$ cat config.mk
export PLATFORM = sky130hd
export DESIGN_NAME = rnn_window_decoder
export DESIGN_NICKNAME = d
export VERILOG_FILES = /design/src/rtl/rnn_pkg.sv /design/src/rtl/rnn_symbol_window.sv /design/src/rtl/rnn_neuron.sv /design/src/rtl/rnn_anneal_seq.sv /design/src/rtl/rnn_window_decoder.sv
export SDC_FILE = /design/constraint.sdc
export NUM_CORES = 1
export LEC_CHECK = 0
export ABC_CLOCK_PERIOD_IN_PS = 8510
export BUFFER_PORTS_ARGS = -buffer_cell sky130_fd_sc_hd__buf_2
export CAP_MARGIN = 25
export CORE_UTILIZATION = 30
export CTS_BUF_LIST = sky130_fd_sc_hd__clkbuf_4
export DETAILED_ROUTE_END_ITERATION = 16
export SLEW_MARGIN = 40
export SYNTH_ARGS = -nofsm -noshare
export SYNTH_HDL_FRONTEND = slang
export SYNTH_SLANG_ARGS = --single-unit
$ cat constraint.sdc
create_clock -name clk -period 8.51 [get_ports clk]
set_input_delay 1.2765 -clock clk [delete_from_list [all_inputs] [get_ports clk]]
set_output_delay 1.2765 -clock clk [all_outputs]
set_load 0.01 [all_outputs]
$ cat src/rtl/rnn_pkg.sv
package rnn_pkg;
  localparam int SYM_W = 3;
  localparam int SYM_OFS = (1 << SYM_W) - 1;

  typedef enum logic {SEQ_IDLE, SEQ_RUN} seq_state_t;

  // bipolar value 2q - (2^W - 1) of an unsigned soft symbol
  function automatic logic signed [7:0] sym_value(input logic [SYM_W-1:0] q);
    return $signed({{(7-SYM_W){1'b0}}, q, 1'b0}) - 8'(SYM_OFS);
  endfunction
endpackage

$ cat src/rtl/rnn_symbol_window.sv
module rnn_symbol_window
  import rnn_pkg::*;
#(
  parameter int DEPTH = 8
) (
  input  logic                         clk,
  input  logic                         rst,
  input  logic                         shift_en,
  input  logic [SYM_W-1:0]             sym_a,
  input  logic [SYM_W-1:0]             sym_b,
  output logic [DEPTH-1:0][SYM_W-1:0]  tap_a,
  output logic [DEPTH-1:0][SYM_W-1:0]  tap_b
);
  always_ff @(posedge clk) begin
    if (rst) begin
      tap_a <= '0;
      tap_b <= '0;
    end else if (shift_en) begin
      for (int i = 0; i < DEPTH - 1; i++) begin
        tap_a[i] <= tap_a[i+1];
        tap_b[i] <= tap_b[i+1];
      end
      tap_a[DEPTH-1] <= sym_a;
      tap_b[DEPTH-1] <= sym_b;
    end
  end
endmodule

$ cat src/rtl/rnn_neuron.sv
module rnn_neuron
  import rnn_pkg::*;
#(
  parameter int VW = 4
) (
  input  logic [SYM_W-1:0] a_here,
  input  logic [SYM_W-1:0] b_here,
  input  logic [SYM_W-1:0] b_next,
  input  logic [SYM_W-1:0] a_next2,
  input  logic [SYM_W-1:0] b_next2,
  input  logic             s_m2,
  input  logic             s_m1,
  input  logic             s_p1,
  input  logic             s_p2,
  input  logic             noise_pos,
  input  logic [VW-1:0]    var_mag,
  output logic             s_new
);
  localparam int SW = VW + 5;

  function automatic logic signed [SW-1:0] signed_term(input logic signed [7:0] v, input logic pos);
    logic signed [SW-1:0] w;
    w = SW'(v);
    return pos ? w : -w;
  endfunction

  logic signed [SW-1:0] sum;
  logic signed [SW-1:0] nz;

  always_comb begin
    nz  = $signed({1'b0, var_mag});
    if (!noise_pos) nz = -nz;
    sum = signed_term(sym_value(a_here), !s_m2)
        + signed_term(sym_value(b_here), s_m1 ~^ s_m2)
        + signed_term(sym_value(b_next), s_p1 ~^ s_m1)
        + signed_term(sym_value(a_next2), !s_p2)
        + signed_term(sym_value(b_next2), s_p1 ~^ s_p2)
        + nz;
    s_new = !sum[SW-1];
  end
endmodule

$ cat src/rtl/rnn_anneal_seq.sv
module rnn_anneal_seq
  import rnn_pkg::*;
#(
  parameter int ITERS = 16,
  parameter int VW    = 4
) (
  input  logic          clk,
  input  logic          rst,
  input  logic          in_valid,
  output logic          in_ready,
  output logic [VW-1:0] var_code,
  output logic          accept,
  output logic          step,
  output logic          last
);
  localparam int IW   = (ITERS > 2) ? $clog2(ITERS) : 1;
  localparam int VMAX = (1 << VW) - 1;
  localparam logic [IW-1:0] LAST_IT = IW'(ITERS - 1);

  function automatic logic [VW-1:0] var_at(input int i);
    return VW'(VMAX - (i * VMAX) / (ITERS - 1));
  endfunction

  seq_state_t    state;
  logic [IW-1:0] iter;

  assign accept = in_valid && in_ready;
  assign step   = (state == SEQ_RUN);
  assign last   = step && (iter == LAST_IT);

  always_ff @(posedge clk) begin
    if (rst) begin
      state    <= SEQ_IDLE;
      iter     <= '0;
      var_code <= '0;
      in_ready <= 1'b1;
    end else if (state == SEQ_IDLE) begin
      if (accept) begin
        state    <= SEQ_RUN;
        iter     <= '0;
        var_code <= VW'(VMAX);
        in_ready <= 1'b0;
      end
    end else if (last) begin
      state    <= SEQ_IDLE;
      iter     <= '0;
      var_code <= '0;
      in_ready <= 1'b1;
    end else begin
      iter     <= iter + 1'b1;
      var_code <= var_at(int'(iter) + 1);
    end
  end

  assert_busy_after_accept_R2: assert property (@(posedge clk) disable iff (rst)
    (in_valid && in_ready) |=> !in_ready);
  assert_var_full_start_R3: assert property (@(posedge clk) disable iff (rst)
    (in_valid && in_ready) |=> (var_code == VW'(VMAX)));
  assert_var_monotone_R3: assert property (@(posedge clk) disable iff (rst)
    (!in_ready && !$past(in_ready)) |-> (var_code <= $past(var_code)));
  assert_idle_var_zero_R3: assert property (@(posedge clk) disable iff (rst)
    in_ready |-> (var_code == '0));
endmodule

$ cat src/rtl/rnn_window_decoder.sv
module rnn_window_decoder
  import rnn_pkg::*;
#(
  parameter int WIN_T = 5,
  parameter int ITERS = 16,
  parameter int VW    = 4
) (
  input  logic             clk,
  input  logic             rst,
  input  logic             in_valid,
  output logic             in_ready,
  input  logic [SYM_W-1:0] in_sym_a,
  input  logic [SYM_W-1:0] in_sym_b,
  input  logic [WIN_T:0]   noise_sign,
  output logic [VW-1:0]    var_code,
  output logic             dec_valid,
  output logic             dec_bit
);
  localparam int DEPTH = WIN_T + 3;
  localparam int NFREE = WIN_T + 1;
  localparam int NEXT  = WIN_T + 5;

  logic accept, step, last;
  logic [DEPTH-1:0][SYM_W-1:0] tap_a, tap_b;
  logic [NFREE-1:0] s_free, s_next;
  logic s_m1, s_m2;
  logic [NEXT-1:0] s_ext;

  rnn_anneal_seq #(.ITERS(ITERS), .VW(VW)) u_seq (
    .clk(clk), .rst(rst), .in_valid(in_valid), .in_ready(in_ready),
    .var_code(var_code), .accept(accept), .step(step), .last(last)
  );

  rnn_symbol_window #(.DEPTH(DEPTH)) u_win (
    .clk(clk), .rst(rst), .shift_en(accept),
    .sym_a(in_sym_a), .sym_b(in_sym_b), .tap_a(tap_a), .tap_b(tap_b)
  );

  // extended neuron vector: index k+2 holds neuron k
  assign s_ext = {2'b00, s_free, s_m1, s_m2};

  for (genvar k = 0; k < NFREE; k++) begin : g_neuron
    rnn_neuron #(.VW(VW)) u_neuron (
      .a_here(tap_a[k]), .b_here(tap_b[k]), .b_next(tap_b[k+1]),
      .a_next2(tap_a[k+2]), .b_next2(tap_b[k+2]),
      .s_m2(s_ext[k]), .s_m1(s_ext[k+1]), .s_p1(s_ext[k+3]), .s_p2(s_ext[k+4]),
      .noise_pos(noise_sign[k]), .var_mag(var_code), .s_new(s_next[k])
    );
  end

  always_ff @(posedge clk) begin
    if (rst) begin
      s_free    <= '0;
      s_m1      <= 1'b0;
      s_m2      <= 1'b0;
      dec_valid <= 1'b0;
      dec_bit   <= 1'b0;
    end else begin
      dec_valid <= 1'b0;
      if (accept) s_free <= '0;
      else if (step) s_free <= s_next;
      if (last) begin
        dec_valid <= 1'b1;
        dec_bit   <= s_next[0];
        s_m1      <= s_next[0];
        s_m2      <= s_m1;
      end
    end
  end

  assert_free_cleared_R5: assert property (@(posedge clk) disable iff (rst)
    accept |=> (s_free == '0));
  assert_boundary_slide_R8: assert property (@(posedge clk) disable iff (rst)
    dec_valid |-> ((s_m1 == dec_bit) && (s_m2 == $past(s_m1))));
  assert_single_pulse_R6: assert property (@(posedge clk) disable iff (rst)
    dec_valid |=> !dec_valid);
  assert_ready_with_decision_R2: assert property (@(posedge clk) disable iff (rst)
    dec_valid |-> in_ready);
endmodule

# --- Word-level counts from Yosys, hierarchy flattened ---
# Cells that the tools add are included.
word_totals:
  elab_cells: 160
  register_bits: 67
  output_inout_bits: 7
  input_bits: 15
classes:
  mux: 46
  multipliers: 1
  reduce_logical: 11
  addsub: 63
  bitwise: 12
  n_div: 1
  n_eq_ne: 2
op_table:
  columns: ["cell", "count"]
  rows:
  - ["two-way mux 9 bit", 33]
  - ["adder 9 bit", 27]
  - ["negation 5 -> 9 bit", 13]
  - ["subtractor 4 x 3 -> 5 bit, second input constant", 16]
  - ["divider 32 x 5 -> 32 bit, second input constant", 1]
  - ["multiplier 32 x 5 -> 32 bit, second input constant", 1]
  - ["adder 9 x 5 -> 9 bit", 3]
  - ["two-way mux 4 bit", 6]
  - ["bitwise XNOR 1 bit", 12]
  - ["negation 4 -> 9 bit", 1]
  - ["two-way mux 1 bit", 7]
  - ["zero test 1 bit", 6]
  - ["adder 4 x 1 -> 5 bit, second input constant", 1]
  - ["adder 4 x 1 -> 4 bit, second input constant", 1]
  - ["== test 4 bit, second input constant", 1]
  - ["subtractor 1 x 4 -> 4 bit, first input constant", 1]
  - ["logical AND 1 bit", 2]
  - ["inequality test 2 bit, second input constant", 1]
  - ["AND reduction 2 bit", 1]
  - ["nonzero test 2 bit", 1]
  - ["OR reduction 2 bit", 1]

# --- Logic depth before layout (Yosys ltp) ---
logic_depth:
  word_depth: 9
  ltp_mapped: 27
  mapped_depth_nobuf: 24

# --- Cells and area by module ---
# Synthesis repeated with hierarchy kept, for this count alone.
unflattened:
  hier_cells: 1020
  area_unflattened_um2: 9577.9
modules_own_cells:
  columns: ["module", "area_per_inst_um2", "cells_each", "n_inst", "seq_area_each_um2"]
  rows:
  - ["rnn_neuron (g_neuron[3].u_neuron ...)", 977.2, 104, 3, 0.0]
  - ["rnn_neuron (g_neuron[0].u_neuron ...)", 970.9, 104, 2, 0.0]
  - ["rnn_symbol_window", 1729.2, 155, 1, 960.9]
  - ["rnn_anneal_seq", 1682.9, 211, 1, 200.2]
  - ["rnn_neuron (g_neuron[2].u_neuron)", 973.4, 104, 1, 0.0]
  - ["rnn_window_decoder", 319.1, 30, 1, 180.2]

# --- Least setup slack after synthesis ---
# OpenSTA, ideal clock, no wires.
synth_timing:
  path_kind: "flip-flop to flip-flop"
  from: "register u_seq.iter[0]"
  to: "register u_seq.var_code[0]"
  period_less_slack_ps: 5726
  arrival_time_ps: 5606
  n_path_buf: 3
  required_ps: 8390
  slack_ps: 2784
  setup_time_ps: 120
  path_stages_with_launch: 27
  cell_sequence: "dfxtp_1 > buf_6 > nand3_1 > xnor2_1 > inv_1 > ha_1 > fa_1 > ha_1 > ha_1 > buf_6 > or4b_1 > o2111ai_2 > a211oi_4 > nor3_4 > ha_1 > nor2b_1 > nand3_1 > nor3_1 > a21oi_1 > and2_4 > buf_12 > a21boi_2 > a2111oi_4 > nor2b_1 > a32oi_1 > a211oi_2 > o21ai_1"
synth_via:
  elab_chain_cells: 6
  elab_cells_between_ends: 8
  classes_between: "2 x add/sub; 1 x mul; 1 x div; 1 x eq/ne; 2 x mux; 1 x reduce/logical"
synth_rtl:
  columns: ["item", "line_no", "rtl"]
  rows:
  - ["start, declared", "rnn_anneal_seq.sv:25", "logic [IW-1:0] iter;"]
  - ["start signal, assigned", "rnn_anneal_seq.sv:50", "iter <= iter + 1'b1;"]
  - ["adder 4 x 1 -> 5 bit", "rnn_anneal_seq.sv:51", "var_code <= var_at(int'(iter) + 1);"]
  - ["multiplier 32 x 5 -> 32 bit", "rnn_anneal_seq.sv:21", "return VW'(VMAX - (i * VMAX) / (ITERS - 1));"]
  - ["divider 32 x 5 -> 32 bit", "rnn_anneal_seq.sv:21", null]
  - ["subtractor 1 x 4 -> 4 bit", "rnn_anneal_seq.sv:21", null]
  - ["two-way mux 4 bit *", "rnn_anneal_seq.sv:44", "end else if (last) begin"]
  - ["two-way mux 4 bit *", "rnn_anneal_seq.sv:37", "end else if (state == SEQ_IDLE) begin"]
  - ["end signal, assigned", "rnn_anneal_seq.sv:41", "var_code <= VW'(VMAX);"]
  - ["end signal, assigned", "rnn_anneal_seq.sv:51", null]
  - ["end, declared", "rnn_anneal_seq.sv:11", "output logic [VW-1:0] var_code,"]
# Mark *: on every way between the ends. The rest lies on a longest branch, timed or not.
# A chain may end at the register's enable or synchronous reset.

# --- Worst setup path after layout ---
layout_timing:
  from: "register u_seq.iter[0]"
  to: "register u_seq.var_code[2]"
# The elaborated chain is that of the path after synthesis.

==> flow_summary.rst <==
.. list-table::
   :header-rows: 1

   * - Metric
     - Value
   * - Number of register bits inferred by synthesis
     - 67
   * - Dominant delay contributor by cell family on the critical path
     - adder cells
   * - # fillers
     - 3072
   * - Final hold slack
     - 0.476 ns
   * - Number of hold violations in the final report
     - 0
   * - Iteration count of the initial detailed-routing pass
     - 5
   * - Post-DP HPWL
     - 16100 um
   * - Yosys warning count
     - 0
   * - Status
     - completed
   * - Skew-Pair Late Insertion Delay
     - 0.43 ns
   * - Sequential share of the synthesized area
     - 14.9%
   * - Routed WL per cell
     - 15.3 um
   * - Met1 layer wirelength in the final routing
     - 9330 um
   * - EDFF count, synth
     - 0
   * - Synthesized instance count
     - 966
   * - Die width
     - 175 um
   * - Overflow left after global routing
     - 0
   * - Final non-filler cell total
     - 1352
   * - Initial cell density of the core
     - 30.4%
   * - Buffer levels on the longest clock path
     - 2
   * - Worst Path Max Fanout
     - 12
   * - Number of cells on the critical path
     - 23
   * - CP startpoint kind
     - register
   * - Proportion of netlist area held by the largest area contributor
     - 27.4%
   * - Count of clock tree sinks
     - 67
   * - Via count
     - 6358
   * - Post-route fraction of the period consumed by the critical path
     - 76.6%
   * - Number of instances resized during post-cts repair
     - 0
   * - Worst Clk Skew
     - 0.0143 ns
   * - Required arrival time at the worst endpoint
     - 8.89 ns
   * - Via count of the first global-routing pass
     - 6651
   * - Unrepaired setup endpoints after global routing
     - no
   * - Met3 wire len
     - 757 um
   * - # DRC
     - 0
   * - Largest net degree at the start of global routing
     - 65
   * - Most frequent cells after synthesis
     - sky130_fd_sc_hd__fa_1 (123), sky130_fd_sc_hd__nand2_1 (120), sky130_fd_sc_hd__inv_1 (117)
   * - Ratio of cells with drive above 1 in the final layout
     - 12.0%
   * - Buffering stage count on the worst path with inverters included
     - 2
   * - Max Cap Violations
     - 0
   * - Area added between synthesis and finish
     - 6.84%
   * - Synth area leaders
     - sky130_fd_sc_hd__fa_1 (27%), sky130_fd_sc_hd__dfxtp_1 (15%), sky130_fd_sc_hd__ha_1 (9.3%)
   * - CP most frequent cell
     - sky130_fd_sc_hd__ha_1
   * - Clock tree from TritonCTS
     - built
   * - Final TNS setup
     - 0 ns
   * - Floorplan core area
     - 29600 um^2
   * - Post-synth ARST share
     - 0%
   * - Critical path data arrival time
     - 6.90 ns
   * - VDD IR max
     - 0.000136 V
   * - Total clock buffers created by CTS
     - 9
   * - Starting DRT DRC Count
     - 318
   * - Slew of the pin with the lowest slew margin
     - 0.820 ns
   * - Ordered list of cells on the worst path
     - inv_1 > ha_1 > xnor2_1 > ha_1 > inv_1 > fa_1 > fa_1 > nand2b_2 > a211oi_1 > a211oi_4 > nor3_4 > ha_1 > nor2b_1 > nand3_1 > nor3_1 > a21oi_1 > a21oi_4 > nand3_2 > xnor2_4 > o211ai_4 > a311oi_2 > o21ai_1 > o21ai_1
   * - Setup violation total in the final timing report
     - 0
   * - Routed wl met2
     - 10200 um
   * - Via-to-Cell Ratio
     - 4.70
   * - Final slew viol count
     - 0
   * - Hold Path Depth
     - 2
   * - Kind of end point of the critical path
     - register
   * - Global-route wire length before repair
     - 34900 um
   * - Nets
     - 1162
   * - Remaining number of nets flagged by the antenna check after routing
     - 0
   * - Slowest cell on crit path
     - sky130_fd_sc_hd__dfxtp_1
   * - Vertical die dimension
     - 175 um
   * - Synthesized area per cell
     - 9.31 um^2
   * - Hold buffers post-CTS
     - 0
   * - Netlist area before placement
     - 9000 um^2
   * - I/O pins
     - 22
   * - Buffers on Ports
     - 21
   * - Achievable Freq
     - 153 MHz
   * - Routability cong.
     - 0.857
   * - Cell with the most instances after synthesis
     - sky130_fd_sc_hd__fa_1
   * - DP Cell Count
     - 1336
   * - Top FF cell, synth
     - sky130_fd_sc_hd__dfxtp_1
   * - Overall global routing resource usage
     - 14.3%
   * - Library cell with the largest summed area after synthesis
     - sky130_fd_sc_hd__fa_1
   * - Sum of internal, switching and leakage power
     - 3000 uW
   * - Setup CP Type
     - register to register
   * - Delay of the slowest cell on the worst path
     - 0.64 ns
   * - Leak
     - 0.00411 uW
   * - Number of cells on the worst reg-to-reg path
     - 23
   * - # rows
     - 63
   * - Remaining max-slew budget at the tightest pin
     - 45.3%
   * - Number of setup buffers added after CTS
     - 0
   * - Final Routed Wirelength
     - 20600 um
   * - Die area
     - 30700 um^2
   * - Post-layout minimum cycle time
     - 6.52 ns
   * - Syn_nets
     - 1171
   * - Highest metal layer with signal wires
     - met4
   * - Distinct cell type count of the synthesized netlist
     - 86
   * - Initial antenna violation count
     - 1
   * - Power per cell area
     - 313 nW/um^2
   * - Root Driver
     - sky130_fd_sc_hd__clkbuf_4
   * - Clk slew on worst S/H paths
     - 0.13 ns
   * - H-Tree Level Count
     - 3
   * - Class of the most critical hold timing path
     - register to register
-- worst reg2reg max path, delay by kind of cell, from the launching register on --
family,cells,cell delay [ns]
AO/OA/AOI/OAI,8,1.74
XOR/XNOR,2,0.43
adder cells (fa/ha/maj),5,1.99
buffers and inverters,2,0.41
flip-flops,1,0.64
AND/OR/NAND/NOR,6,1.25
-- registers in the layout, indices dropped and copies added (netlist names) --
name            flops
s_m2                1
s_free              6
dec_valid           1
u_seq.in_ready      1
u_seq.var_code      4
s_m1                1
u_seq.iter          4
u_win.tap_b        24
u_win.tap_a        24
u_seq.step          1
-- metrics by stage --
stage                     cell area, um^2  utilization (%)  worst slack [ns]
after global routing                 9610             32.5              1.46
final                                9610             32.5              1.99
after floorplan                      9000                -              2.78
after detailed placement             9440             31.9              2.08
after global placement               9430             31.9              2.22
after CTS                            9600             32.5              2.04
-- worst paths after layout --
kind	from	end	slack, ns
max	u_seq.iter[0]	u_seq.var_code[2]	1.99
min	u_win.tap_a[1]	u_win.tap_a[1]	0.48
max reg2reg	u_seq.iter[0]	u_seq.var_code[2]	1.99
min reg2reg	u_win.tap_a[1]	u_win.tap_a[1]	0.48
-- cells by family (layout without fill, tap and decap cells) --
kind of cell / after synthesis / count (layout) / share of synthesized area, %
and+or+nand+nor: 236 / 236 / 12.7
adders and majority gates: 190 / 190 / 36.7
buffers and inverters: 168 / 163 / 7.50
AOI/OAI and AO/OA: 149 / 149 / 12.3
xor gates and xnor gates: 136 / 136 / 13.5
DFF: 67 / 67 / 14.9
muxes: 20 / 20 / 2.43
other: 0 / 1 / 0
-- cells in the final DEF (no fill, tap or decap), types with 8 or more instances in the layout --
cell / n
sky130_fd_sc_hd__a21oi_1: 72
sky130_fd_sc_hd__buf_2: 21
sky130_fd_sc_hd__clkbuf_4: 9
sky130_fd_sc_hd__dfxtp_1: 67
sky130_fd_sc_hd__fa_1: 123
sky130_fd_sc_hd__ha_1: 67
sky130_fd_sc_hd__inv_1: 117
sky130_fd_sc_hd__mux2_2: 12
sky130_fd_sc_hd__nand2_1: 119
sky130_fd_sc_hd__nand2b_1: 11
sky130_fd_sc_hd__nor2_1: 38
sky130_fd_sc_hd__nor2b_1: 11
sky130_fd_sc_hd__nor3_1: 8
sky130_fd_sc_hd__o21ai_0: 13
sky130_fd_sc_hd__or2_2: 13
sky130_fd_sc_hd__xnor2_1: 90
sky130_fd_sc_hd__xor2_1: 42
-- layout make-up --
type                            instances  area (um^2)  area share, %
Antenna cell                            1         2.50         0.0260
Clock buffer                            9         67.6          0.703
Clock inverter                          6         90.1          0.937
Inverter                              120          450           4.69
Multi-Input combinational cell        731         7010           73.0
Sequential cell                        67         1340           14.0
Tap cell                              390          488           5.08
Timing Repair Buffer                   28          158           1.64
-- report_power, final --
group	switching, uW	internal [uW]	total [uW]
combinational	1270	1120	2390
clock	131	118	249
sequential	40.3	326	366
-- routing by layer --
| metal | GRT usage, % | vias up |
|---|---|---|
| li1 | - | 3072 |
| met1 | 19.0 | 3154 |
| met2 | 24.5 | 110 |
| met3 | 1.89 | 22 |
| met4 | 3.62 | 0 |
| met5 | 0 | - |
No activity file was read; power rests on OpenSTA's default activity.
